--- src/rtl/wrh_pkg.sv ---
package wrh_pkg;
    typedef enum logic [1:0] {
        ST_IDLE   = 2'd0,
        ST_WAIT   = 2'd1,
        ST_ACCEPT = 2'd2,
        ST_DENY   = 2'd3
    } wrh_state_e;
endpackage

--- src/rtl/wrh_sync.sv ---
module wrh_sync #(
    parameter int STAGES = 2,
    parameter int WIDTH  = 2
) (
    input  logic             clk,
    input  logic             rst_n,
    input  logic [WIDTH-1:0] d_i,
    output logic [WIDTH-1:0] q_o
);
    generate
        if (STAGES == 0) begin : g_bypass
            assign q_o = d_i;
        end else begin : g_chain
            logic [WIDTH-1:0] pipe [STAGES];
            always_ff @(posedge clk or negedge rst_n) begin
                if (!rst_n) begin
                    for (int i = 0; i < STAGES; i++) pipe[i] <= '0;
                end else begin
                    pipe[0] <= d_i;
                    for (int i = 1; i < STAGES; i++) pipe[i] <= pipe[i-1];
                end
            end
            assign q_o = pipe[STAGES-1];
        end
    endgenerate
endmodule

--- src/rtl/wrh_fsm.sv ---
module wrh_fsm
    import wrh_pkg::*;
(
    input  logic clk,
    input  logic rst_n,
    input  logic start_i,
    input  logic abort_i,
    input  logic preq_n_s,
    input  logic pstate_s,
    output logic idle_o,
    output logic finish_acc_o,
    output logic warm_req_o,
    output logic active_o,
    output logic accept_o,
    output logic deny_o
);
    wrh_state_e state_q, state_d;
    logic       abort_pend_q;
    logic       both_hi, both_lo;

    assign both_hi = preq_n_s && pstate_s;
    assign both_lo = !preq_n_s && !pstate_s;

    // state register and abort capture
    always_ff @(posedge clk or negedge rst_n) begin
        if (!rst_n) begin
            state_q      <= ST_IDLE;
            abort_pend_q <= 1'b0;
        end else begin
            state_q      <= state_d;
            abort_pend_q <= (state_q == ST_WAIT) ? (abort_pend_q | abort_i) : 1'b0;
        end
    end

    // next state
    always_comb begin
        state_d = state_q;
        unique case (state_q)
            ST_IDLE:   if (start_i) state_d = ST_WAIT;
            ST_WAIT:   if (both_hi) state_d = (abort_pend_q || abort_i) ? ST_DENY : ST_ACCEPT;
            ST_ACCEPT: if (both_lo) state_d = ST_IDLE;
            ST_DENY:   if (both_lo) state_d = ST_IDLE;
            default:   state_d = ST_IDLE;
        endcase
    end

    // outputs
    always_comb begin
        warm_req_o = 1'b0;
        active_o   = 1'b0;
        accept_o   = 1'b0;
        deny_o     = 1'b0;
        unique case (state_q)
            ST_IDLE:   active_o = 1'b1;
            ST_WAIT:   warm_req_o = 1'b1;
            ST_ACCEPT: begin warm_req_o = 1'b1; accept_o = 1'b1; end
            ST_DENY:   begin warm_req_o = 1'b1; deny_o   = 1'b1; end
            default:   active_o = 1'b1;
        endcase
    end

    assign idle_o       = (state_q == ST_IDLE);
    assign finish_acc_o = (state_q == ST_ACCEPT) && both_lo;

    // request and active never high together
    a_r2_req_drops_active: assert property (@(posedge clk) disable iff (!rst_n)
        warm_req_o |-> !active_o);
    // an answer only follows both synchronised inputs high
    a_r3_answer_needs_both: assert property (@(posedge clk) disable iff (!rst_n)
        ($rose(accept_o) || $rose(deny_o)) |-> $past(both_hi));
    // accept and deny exclusive
    a_r4_exclusive: assert property (@(posedge clk) disable iff (!rst_n)
        !(accept_o && deny_o));
    // answer held while the core keeps any handshake line high
    a_r5_hold_answer: assert property (@(posedge clk) disable iff (!rst_n)
        (accept_o && !both_lo) |=> accept_o);
    // re-arm only after release with accept and deny low
    a_r8_rearm: assert property (@(posedge clk) disable iff (!rst_n)
        $rose(warm_req_o) |-> ($past(!accept_o && !deny_o && !warm_req_o)));
endmodule

--- src/rtl/wrh_report.sv ---
module wrh_report #(
    parameter int TYPE_W    = 2,
    parameter int SRC_W     = 3,
    parameter int TYPE_CODE = 3,
    parameter int SRC_CODE  = 5
) (
    input  logic              clk,
    input  logic              rst_n,
    input  logic              finish_acc_i,
    input  logic              start_i,
    input  logic              idle_i,
    output logic              done_o,
    output logic [TYPE_W-1:0] done_type_o,
    output logic [SRC_W-1:0]  done_src_o,
    output logic              rejected_o
);
    logic done_q, rej_q;

    always_ff @(posedge clk or negedge rst_n) begin
        if (!rst_n) begin
            done_q <= 1'b0;
            rej_q  <= 1'b0;
        end else begin
            done_q <= finish_acc_i;
            rej_q  <= rej_q | (start_i && !idle_i);
        end
    end

    assign done_o      = done_q;
    assign done_type_o = done_q ? TYPE_W'(TYPE_CODE) : '0;
    assign done_src_o  = done_q ? SRC_W'(SRC_CODE)   : '0;
    assign rejected_o  = rej_q;

    // the rejected flag is sticky
    a_r7_sticky: assert property (@(posedge clk) disable iff (!rst_n)
        rej_q |=> rej_q);
    // completion pulse lasts one cycle
    a_r6_single_pulse: assert property (@(posedge clk) disable iff (!rst_n)
        done_q |=> !done_q);
endmodule

--- src/rtl/warm_rst_hs.sv ---
module warm_rst_hs #(
    parameter int SYNC_STAGES = 2,
    parameter int TYPE_W      = 2,
    parameter int SRC_W       = 3,
    parameter int TYPE_CODE   = 3,
    parameter int SRC_CODE    = 5
) (
    input  logic              clk,
    input  logic              rst_n,
    input  logic              wr_en_i,
    input  logic              wr_req_bit_i,
    input  logic              abort_i,
    input  logic              core_preq_n_i,
    input  logic              core_pstate_i,
    output logic              warm_req_o,
    output logic              core_active_o,
    output logic              accept_o,
    output logic              deny_o,
    output logic              done_o,
    output logic [TYPE_W-1:0] done_type_o,
    output logic [SRC_W-1:0]  done_src_o,
    output logic              rejected_o
);
    logic       start;
    logic [1:0] hs_sync;
    logic       idle, finish_acc;

    assign start = wr_en_i && wr_req_bit_i;

    wrh_sync #(.STAGES(SYNC_STAGES), .WIDTH(2)) u_sync (
        .clk   (clk),
        .rst_n (rst_n),
        .d_i   ({core_preq_n_i, core_pstate_i}),
        .q_o   (hs_sync)
    );

    wrh_fsm u_fsm (
        .clk          (clk),
        .rst_n        (rst_n),
        .start_i      (start),
        .abort_i      (abort_i),
        .preq_n_s     (hs_sync[1]),
        .pstate_s     (hs_sync[0]),
        .idle_o       (idle),
        .finish_acc_o (finish_acc),
        .warm_req_o   (warm_req_o),
        .active_o     (core_active_o),
        .accept_o     (accept_o),
        .deny_o       (deny_o)
    );

    wrh_report #(
        .TYPE_W    (TYPE_W),
        .SRC_W     (SRC_W),
        .TYPE_CODE (TYPE_CODE),
        .SRC_CODE  (SRC_CODE)
    ) u_report (
        .clk          (clk),
        .rst_n        (rst_n),
        .finish_acc_i (finish_acc),
        .start_i      (start),
        .idle_i       (idle),
        .done_o       (done_o),
        .done_type_o  (done_type_o),
        .done_src_o   (done_src_o),
        .rejected_o   (rejected_o)
    );

    // a completion pulse only follows an accept
    a_r6_done_after_accept: assert property (@(posedge clk) disable iff (!rst_n)
        done_o |-> $past(accept_o));
endmodule

--- config.mk ---
export PLATFORM = sky130hd
export DESIGN_NAME = warm_rst_hs
export DESIGN_NICKNAME = d
export VERILOG_FILES = /design/src/rtl/wrh_pkg.sv /design/src/rtl/wrh_sync.sv /design/src/rtl/wrh_fsm.sv /design/src/rtl/wrh_report.sv /design/src/rtl/warm_rst_hs.sv
export SDC_FILE = /design/constraint.sdc
export NUM_CORES = 1
export LEC_CHECK = 0
export ABC_AREA = 1
export BUFFER_PORTS_ARGS = -buffer_cell sky130_fd_sc_hd__buf_2
export CAP_MARGIN = 0
export CORE_AREA = 2 2 39 41
export DETAILED_ROUTE_END_ITERATION = 12
export DIE_AREA = 0 0 41 43
export SKIP_CTS_REPAIR_TIMING = 1
export SYNTH_ARGS = -nofsm -noshare
export SYNTH_HDL_FRONTEND = slang
export SYNTH_SLANG_ARGS = --single-unit
export TNS_END_PERCENT = 100
--- constraint.sdc ---
create_clock -name clk -period 1.8 [get_ports clk]
set_clock_uncertainty 0.2 [all_clocks]
set_input_delay 0.27 -clock clk [delete_from_list [all_inputs] [get_ports clk]]
set_output_delay 0.27 -clock clk [all_outputs]
set_load 0.005 [all_outputs]
==> metrics.md, run 1 <==
| Metric | Value |
|---|---|
| Final ANT Viol Nets | 0 |
| Hold crit path type | in -> reg |
| Cells after Synth | 43 |
| Number of distinct library cells after synthesis | 16 |
| Gr ovfl total | 0 |
| Commonest non-fill, non-tap cell in the layout | buf_2 |
| Largest family of logic cells by synthesized area | simple AND/OR/NAND/NOR gates |
| Initial antenna violation count | 0 |
| Most frequent cells in the layout | 16 x buf_2, 9 x dfrtp_1, 7 x nor2_1, 5 x nand2_1 |
| Post-layout instance area | 513 sq um |
| Post-DP HPWL | 511 um |
| CP startpoint kind | register |
| Slowest stage delay, CP | 460 ps |
| Min Tclk post-route | 1540 ps |
| Post-synth top area share | 0.556 |
| Worst setup margin | 264 ps |
| Hold_sp | abort_i |
| Nets | 68 |
| Area growth from synthesis to layout | 26.5% |
| Status | finished, final reports clean |
| Std-Cell Rows | 14 |
| First drt pass iteration count | 4 |
| N_diodes | 0 |
| Flop2flop setup slack | 610 ps |
| H-tree depth | 1 |
| Deepest clock path buffer count | 2 |
| Crit share post-route | 0.853 |
| Hold violation total from the final report | 0 |
| Crit path from | u_fsm.state_q[0] |
| Final core utilization | 0.371 |
| Clk_lat worst skew | 250 ps |
| Area post-placement | 457 sq um |
| Share of layout cells above drive strength 1 | 0.400 |
| Post-route DRC | 0 |
| Die height | 43 um |
| Min Hold Slack | 78.7 ps |
| Core Area | 1380 sq um |
| CP bufs+invs | 2 |
| Simple-Gate Fraction of Synth Area | 0.222 |
| Top cell type by total area after synthesis | dfrtp_1 |
| R2r worst-path depth | 6 |
| Worst r2r src | u_fsm.state_q[1] |
| Mux contribution to synthesized area | 0 |
| Max cap viols | 0 |
| Setup WS pre-CTS | 527 ps |
| Leak | 0.283 nW |
| DRT iter0 DRCs | 3 |
| First-pass GRT wire length | 1.03 mm |
| WP data arrival | 1070 ps |
| Die footprint | 1760 sq um |
| Post-Syn Area | 405 sq um |
| Max-slew violations | 0 |
| Port bufs | 16 |
| CP Cell Sequence | nor2_2 -> inv_1 -> buf_2 |
| Area contributors post-synth | dfrtp_1 56%, buf_4 9.3%, nor2_1 6.5% |
| GP Congestion | 0.726 |
| Synth Area in Compound Gates | 0.0556 |
| Sinks on Clock Net | 9 |
| Via/cell ratio | 4.24 |
| Vias in the first global route | 272 |
| Top Family by Delay on Critical Path | flip-flops |
| I/O pin total | 18 |
| Critical Path End Type | output pin |
| Power per standard cell area | 1310 nW/um^2 |
| CP max FO | 8 |
| Setup CP Type | reg -> out |
| DRT Wirelength | 698 um |
| Unrepaired setup endpoints after global routing | no |
| DR WL/cell | 9.18 um |
| Syn avg cell area | 9.43 sq um |
| Maximum vdd drop | 0.526 mV |
| Worst path required time | 1330 ps |
| Fmax | 651 MHz |
| Root Driver | clkbuf_4 |
| Vias after detailed routing | 322 |
| Initial cell density of the core | 0.293 |
| Mapped Nets | 50 |
| Die Width | 41 um |
| Post-Synth Adder-Cell Area | 0 |
| Yosys warns | 0 |
| Gr usage total | 0.0956 |
| Seq/Total Area, Yosys | 0.556 |
| Hold Path Depth | 3 |
| Final setup TNS | 0 ps |
| Final Setup Violations | 0 |
| CTS tree | built |
| FF+latch count, synth | 9 |
| Crit path depth | 3 |
| Crit-path slowest cell | dfrtp_1 |
| Pin count of the biggest net entering global routing | 10 |
| Clk slew on worst S/H paths | 60 ps |
| Synth Area in XOR/XNOR | 0 |
| CTS buffer count | 3 |
worst register-to-register path: stages, from the launching register on:
cell and delay [ps]:
dfrtp_1 430, inv_2 120, nand2_2 70, nor2_1 110, nor2_1 40, nand3_1 60, nand2_1 50
metrics by stage:
step | total power, W | instances
6_report | 0.000673 | 76
4_1_cts | 0.000684 | 73
3_5_place_dp | 0.000526 | 69
3_3_place_gp | 0.000522 | 69
5_1_grt | 0.000733 | 76
2_1_floorplan | 0.000477 | 43
area by class of cell:
class / instances / area, sq um
timing repair buffer: 19 / 110
fill: 152 / 871
inverter: 4 / 15.0
clock buffer: 4 / 26.3
multi-input combinational: 24 / 116
tap: 16 / 20.0
sequential: 9 / 225
synth_stat cells:
cell type	count
inv_1	3
nor2_1	7
a21oi_1	1
nand2_1	5
buf_6	1
dfrtp_1	9
nor2_2	1
inv_2	1
buf_4	5
o21bai_1	1
conb_1	1
nor4_1	1
nand2_2	2
nand3_1	2
nand3_2	1
o21ai_1	2
sequential cells by signal, indices dropped and copies added (netlist names):
signal               count
u_sync.q_o               2
u_fsm.abort_pend_q       1
u_sync.g_chain.pipe      2
u_report.done_o          1
u_report.rejected_o      1
u_fsm.state_q            2
layer usage:
metal,vias up,global-route usage,part of all wire
met4,0,0.0800,0.030
met3,4,0.0471,0.10
met1,141,0.0805,0.39
li1,160,-,-
met2,17,0.153,0.47
met5,-,0,0
report_power, final:
| group | leakage, nW | internal (W) | total, W | switching (W) |
|---|---|---|---|---|
| Combinational | 0.161 | 0.000107 | 0.000236 | 0.000129 |
| Clock | 0.0150 | 0.0000851 | 0.000150 | 0.0000651 |
| Sequential | 0.107 | 0.000240 | 0.000287 | 0.0000469 |
logic make-up after synthesis:
kind of cell,count (synthesis)
simple gates,19
flops,9
compound gates,4
buf+inv,10
other cells,1
worst paths after layout:
| path | end |
|---|---|
| max | warm_req_o |
| max reg2reg | u_fsm.state_q[0] |
| min | u_fsm.abort_pend_q |
| min reg2reg | u_sync.q_o[1] |
| max in group asynchronous | u_sync.g_chain.pipe[2] |
| min in group asynchronous | u_report.done_o |
(Power assumes the default switching activity.)
==> inputs of run 2 (changes only) <==
- SETUP_SLACK_MARGIN: default -> 0.3
==> run 2 against run 1 <==
  * Routed wire length rose by 3.2%
  * Die area did not move
  * Utilization rose by 0.54 points
  * Power rose by 2.7%
  * Non-clock buffer count did not move
  * Critical path type unchanged
  * Combinational power rose by 3%
  * Largest power group unchanged
  * Cell count did not move
  * Sequential cell count did not move
  * Sequential share of layout area fell by 0.15 points
  * Clock power barely moved
  * Design area rose by 1.5%
==> metrics.md, run 2 (synthesis results as in run 1) <==
| Metric | Value |
|---|---|
| Busiest grt layer | met2 |
| Std-Cell Rows | 14 |
| Initial cell density of the core | 0.293 |
| Status | finished, final reports clean |
| Clk_lat worst skew | 250 ps |
| Met2 Usage GRT | 0.153 |
| CP bufs+invs | 2 |
| Post-DP HPWL | 511 um |
| CTS buffer count | 3 |
| Core Area | 1380 sq um |
| Die Width | 41 um |
| Crit-path slowest cell | dfrtp_2 |
| Final core utilization | 0.376 |
| Setup CP Type | reg -> out |
| Final ANT Viol Nets | 0 |
| DRT Wirelength | 720 um |
| Worst path required time | 1330 ps |
| WP data arrival | 1010 ps |
| Pin count of the biggest net entering global routing | 10 |
| WHS Endpoint | u_fsm.abort_pend_q |
| Most frequent cells in the layout | 16 x buf_2, 7 x nor2_1, 7 x dfrtp_1, 5 x nand2_1 |
| First-pass GRT wire length | 1.03 mm |
| Unrepaired setup endpoints after global routing | yes |
| Hold_sp | abort_i |
| Met3 Usage GRT | 0.0471 |
| Share of layout cells above drive strength 1 | 0.433 |
| Final setup TNS | 0 ps |
| Max-slew violations | 0 |
| CTS tree | built |
| Port bufs | 16 |
| I/O pin total | 18 |
| GP Congestion | 0.726 |
| Worst setup margin | 323 ps |
| Flop2flop setup slack | 610 ps |
| Maximum vdd drop | 0.521 mV |
| Hold crit path type | in -> reg |
| GR Layer Usage met1 | 0.0805 |
| H-tree depth | 1 |
| Worst r2r src | u_fsm.state_q[1] |
| CP Cell Sequence | nor2_4 -> inv_1 -> buf_2 |
| Fill cells | 154 |
| Die footprint | 1760 sq um |
| CP startpoint kind | register |
| R2r worst-path depth | 6 |
| Leak | 0.282 nW |
| Root Driver | clkbuf_4 |
| Fmax | 677 MHz |
| Vias in the first global route | 272 |
| Power per standard cell area | 1330 nW/um^2 |
| Commonest non-fill, non-tap cell in the layout | buf_2 |
| First drt pass iteration count | 3 |
| Setup WS pre-CTS | 527 ps |
| Max cap viols | 0 |
| Post-route DRC | 0 |
| Slowest stage delay, CP | 470 ps |
| CP max FO | 8 |
| Top Family by Delay on Critical Path | flip-flops |
| Via/cell ratio | 4.18 |
| Clk slew on worst S/H paths | 60 ps |
| Reg-to-Reg End | u_fsm.state_q[0] |
| Crit share post-route | 0.821 |
| Area growth from synthesis to layout | 28.4% |
| Deepest clock path buffer count | 2 |
| Sinks on Clock Net | 9 |
| Initial antenna violation count | 0 |
| Critical Path End Type | output pin |
| Min Tclk post-route | 1480 ps |
| Nets | 68 |
| Die height | 43 um |
| N_diodes | 0 |
| Vias after detailed routing | 318 |
| Final Setup Violations | 0 |
| Power Total | 0.000691 W |
| DRT iter0 DRCs | 1 |
| Hold violation total from the final report | 0 |
| DR WL/cell | 9.47 um |
| Gr ovfl total | 0 |
| Gr usage total | 0.0956 |
| Hold Path Depth | 3 |
-- run 2: area by class of cell --
type | instances | area, sq um | share of cell area
clock buffers | 4 | 26.3 | 0.0505
inverters | 4 | 15.0 | 0.0288
multi-input cells | 24 | 121 | 0.233
flip-flops and latches | 9 | 228 | 0.437
well taps | 16 | 20.0 | 0.0385
repair buffers | 19 | 110 | 0.212
-- run 2: power by group --
group / leakage [nW] / total, W / internal, W / switching [W]
registers: 0.105 / 0.000300 / 0.000245 / 0.0000554
logic: 0.163 / 0.000242 / 0.000112 / 0.000130
clock network: 0.0150 / 0.000149 / 0.0000850 / 0.0000639
-- run 2: how the worst max path moves through the flow --
stage | startpoint | end | slack [ps] | cells past startpoint
after detailed placement | u_fsm.state_q[0] | warm_req_o | 530 | 3
after floorplan | u_fsm.state_q[0] | warm_req_o | 630 | 3
after CTS | u_fsm.state_q[0] | warm_req_o | 250 | 3
after global placement | u_fsm.state_q[0] | warm_req_o | 550 | 3
final | u_fsm.state_q[0] | warm_req_o | 320 | 3
after global routing | u_fsm.state_q[0] | warm_req_o | 270 | 3
-- run 2: worst min-delay path: cells and delay by family --
family,cells,cell delay (ps)
buf+inv,1,80
simple gates,2,150
-- run 2: routing by layer --
metal,share of wire,wire length (um)
met5,0,0
met4,0.011,8
met2,0.49,353
met3,0.096,69
met1,0.40,288
-- run 2: stage by stage --
stage	hold slack, ps	area, sq um	instances
global placement	-66.7	457	69
CTS	-342	483	73
global route	104	520	76
detailed placement	-66.4	457	69
finish	82.7	520	76
floorplan	-226	405	43
==> inputs of run 3 (changes only) <==
- ABC_AREA: 1 -> 0
- clock period: 1.8 -> 1.2 ns (I/O delays scaled with it)
==> run 3 against run 2 <==
  * The flow now finishes with violations (negative hold slack, negative setup slack)
  * Sequential share of layout area down 4.9 points
  * Clock-buffer cell count down 1
  * Die area unchanged
  * Highest routed layer is now met3
  * First-iteration DRC count unchanged
  * Global-route usage down 2.0 points
  * Combinational power up 71%
  * Via count down 11%
  * Synthesized area down 8.6%
  * Synthesized cell count down 26%
  * Clock power up 50%
  * Sequential cell count unchanged
  * Largest cell class unchanged
  * Register-to-register slack worse by 630 ps
==> metrics.md, run 3 <==
| Metric | Value |
|---|---|
| Min Hold Slack | -7.50 ps |
| Min Tclk post-route | 1390 ps |
| Most frequent cell after synthesis | dfrtp_1 |
| Hold violation total from the final report | 1 |
| DRT iter0 DRCs | 1 |
| Fill cells | 134 |
| Most instantiated cells after synthesis | 9 x dfrtp_1, 5 x buf_4, 2 x nand2_1, 2 x nor2_1 |
| FFs w/ async S/R, synth | 1.00 |
| Area contributors post-synth | dfrtp_1 61%, buf_4 10%, nor4_2 3.4% |
| Number of synthesized flops with an enable pin | 0 |
| Critical Path End Type | output pin |
| Fmax | 719 MHz |
| Area growth from synthesis to layout | 59.1% |
| Cells after Synth | 32 |
| Post-layout instance area | 589 sq um |
| Status | complete, but fails checks |
| Synth Flop Type | dfrtp_1 |
| Initial antenna violation count | 0 |
| Worst setup margin | -191 ps |
| Post-route DRC | 0 |
| Vias after detailed routing | 284 |
| Power per standard cell area | 1800 nW/um^2 |
| Yosys warns | 0 |
| Die Width | 41 um |
| CP max FO | 6 |
| Post-Syn Area | 370 sq um |
| Max cap viols | 0 |
| Die height | 43 um |
| Most frequent cells in the layout | 11 x buf_2, 6 x buf_6, 6 x dfrtp_1 |
| Post-DP HPWL | 425 um |
| Share of layout cells above drive strength 1 | 0.679 |
| Number of distinct library cells after synthesis | 18 |
| DRT Wirelength | 626 um |
| I/O pin total | 18 |
| Crit path from | u_fsm.state_q[0] |
| Setup CP Type | reg -> out |
| N_diodes | 0 |
| Final core utilization | 0.426 |
| Die footprint | 1760 sq um |
| Pin count of the biggest net entering global routing | 10 |
| GP Congestion | 0.641 |
| Hold_sp | wr_en_i |
| H-tree depth | 1 |
| Crit share post-route | 1.16 |
| Final Setup Violations | 11 |
| Final ANT Viol Nets | 0 |
| # placed instances | 59 |
| Reg-to-Reg End | u_fsm.state_q[0] |
| Nets | 61 |
| First drt pass iteration count | 4 |
| R2r worst-path depth | 4 |
| WP data arrival | 1010 ps |
| Flop2flop setup slack | -20 ps |
| Clk slew on worst S/H paths | 60 ps |
| Vias in the first global route | 219 |
| Crit-path slowest cell | dfrtp_2 |
| Via/cell ratio | 4.12 |
| First-pass GRT wire length | 848 um |
| Deepest clock path buffer count | 2 |
| CP Cell Sequence | and2b_2 -> buf_2 |
| Commonest non-fill, non-tap cell in the layout | buf_2 |
| CTS tree | built |
| Initial cell density of the core | 0.268 |
| DR WL/cell | 9.07 um |
| Worst r2r src | u_fsm.state_q[1] |
| Hold crit path type | in -> reg |
| Clk_lat worst skew | 250 ps |
| Mapped Nets | 39 |
| Root Driver | clkbuf_4 |
| Max-slew violations | 0 |
| Area post-placement | 434 sq um |
| Port bufs | 16 |
| CP startpoint kind | register |
| Syn avg cell area | 11.6 sq um |
| CTS buffer count | 3 |
| Unrepaired setup endpoints after global routing | yes |
| Leak | 0.274 nW |
| Top cell type by total area after synthesis | dfrtp_1 |
| Slowest stage delay, CP | 440 ps |
| Maximum vdd drop | 0.982 mV |
| Gr usage total | 0.0752 |
| Gr ovfl total | 0 |
| Failing checks | negative hold slack, negative setup slack |
| Worst path required time | 820 ps |
| Worst setup path end | accept_o |
| Core Area | 1380 sq um |
| FF+latch count, synth | 9 |
| Seq/Total Area, Yosys | 0.608 |
| Sinks on Clock Net | 9 |
| Post-Layout Cell Count | 69 |
| Std-Cell Rows | 14 |
| Post-synth top area share | 0.608 |
run 3: layout make-up:
| type | instances | area [sq um] | share of cell area |
|---|---|---|---|
| Clock inverter | 1 | 5.00 | 0.00849 |
| Timing Repair Buffer | 22 | 168 | 0.285 |
| Sequential cell | 9 | 229 | 0.389 |
| Inverter | 1 | 3.75 | 0.00637 |
| Tap cell | 16 | 20.0 | 0.0340 |
| Multi-Input combinational cell | 17 | 141 | 0.240 |
| Clock buffer | 3 | 22.5 | 0.0382 |
run 3: critical path: cells and delay by family (launching register included):
| kind | cells | cell delay, ps |
|---|---|---|
| buf+inv | 1 | 100 |
| simple gates | 1 | 220 |
| flops | 1 | 440 |
run 3: layer usage:
metal  vias up  GRT usage  routed length, um
li1        142          -                  -
met1       126     0.0836                279
met2        16      0.106                284
met3         0     0.0785                 62
met4         0          0                  0
met5         -          0                  0
run 3: worst min-delay path by stage:
stage	slack, ps	depth (start not counted)	endpoint
after global placement	-160	1	u_sync.g_chain.pipe[2]
after global routing	-10	2	u_report.rejected_o
after detailed placement	-160	1	u_sync.g_chain.pipe[2]
after CTS	-440	1	u_sync.g_chain.pipe[2]
final	-7	2	u_report.rejected_o
after floorplan	-320	0	u_fsm.abort_pend_q
run 3: kinds of logic after synthesis:
| kind of cell | Yosys count | share of synthesized area |
|---|---|---|
| compound gates | 5 | 0.0844 |
| buf+inv | 6 | 0.111 |
| flops | 9 | 0.608 |
| other cells | 1 | 0.0101 |
| simple gates | 11 | 0.186 |
run 3: through the flow:
step | setup TNS [ps] | hold slack [ps] | setup WS, ps | power, W
6_report | -744 | -7.50 | -191 | 0.00106
5_1_grt | -1260 | -11.6 | -234 | 0.00115
4_1_cts | -856 | -438 | -259 | 0.000885
3_5_place_dp | -18.9 | -158 | -18.9 | 0.000656
3_3_place_gp | 0 | -161 | 22.8 | 0.000654
2_1_floorplan | 0 | -316 | 52.1 | 0.000575
run 3: power breakdown:
group          total, W  switching [W]  internal (W)
Combinational  0.000413       0.000163      0.000250
Sequential     0.000426      0.0000643      0.000362
Clock          0.000223       0.000101      0.000123
Total           0.00106       0.000328      0.000734
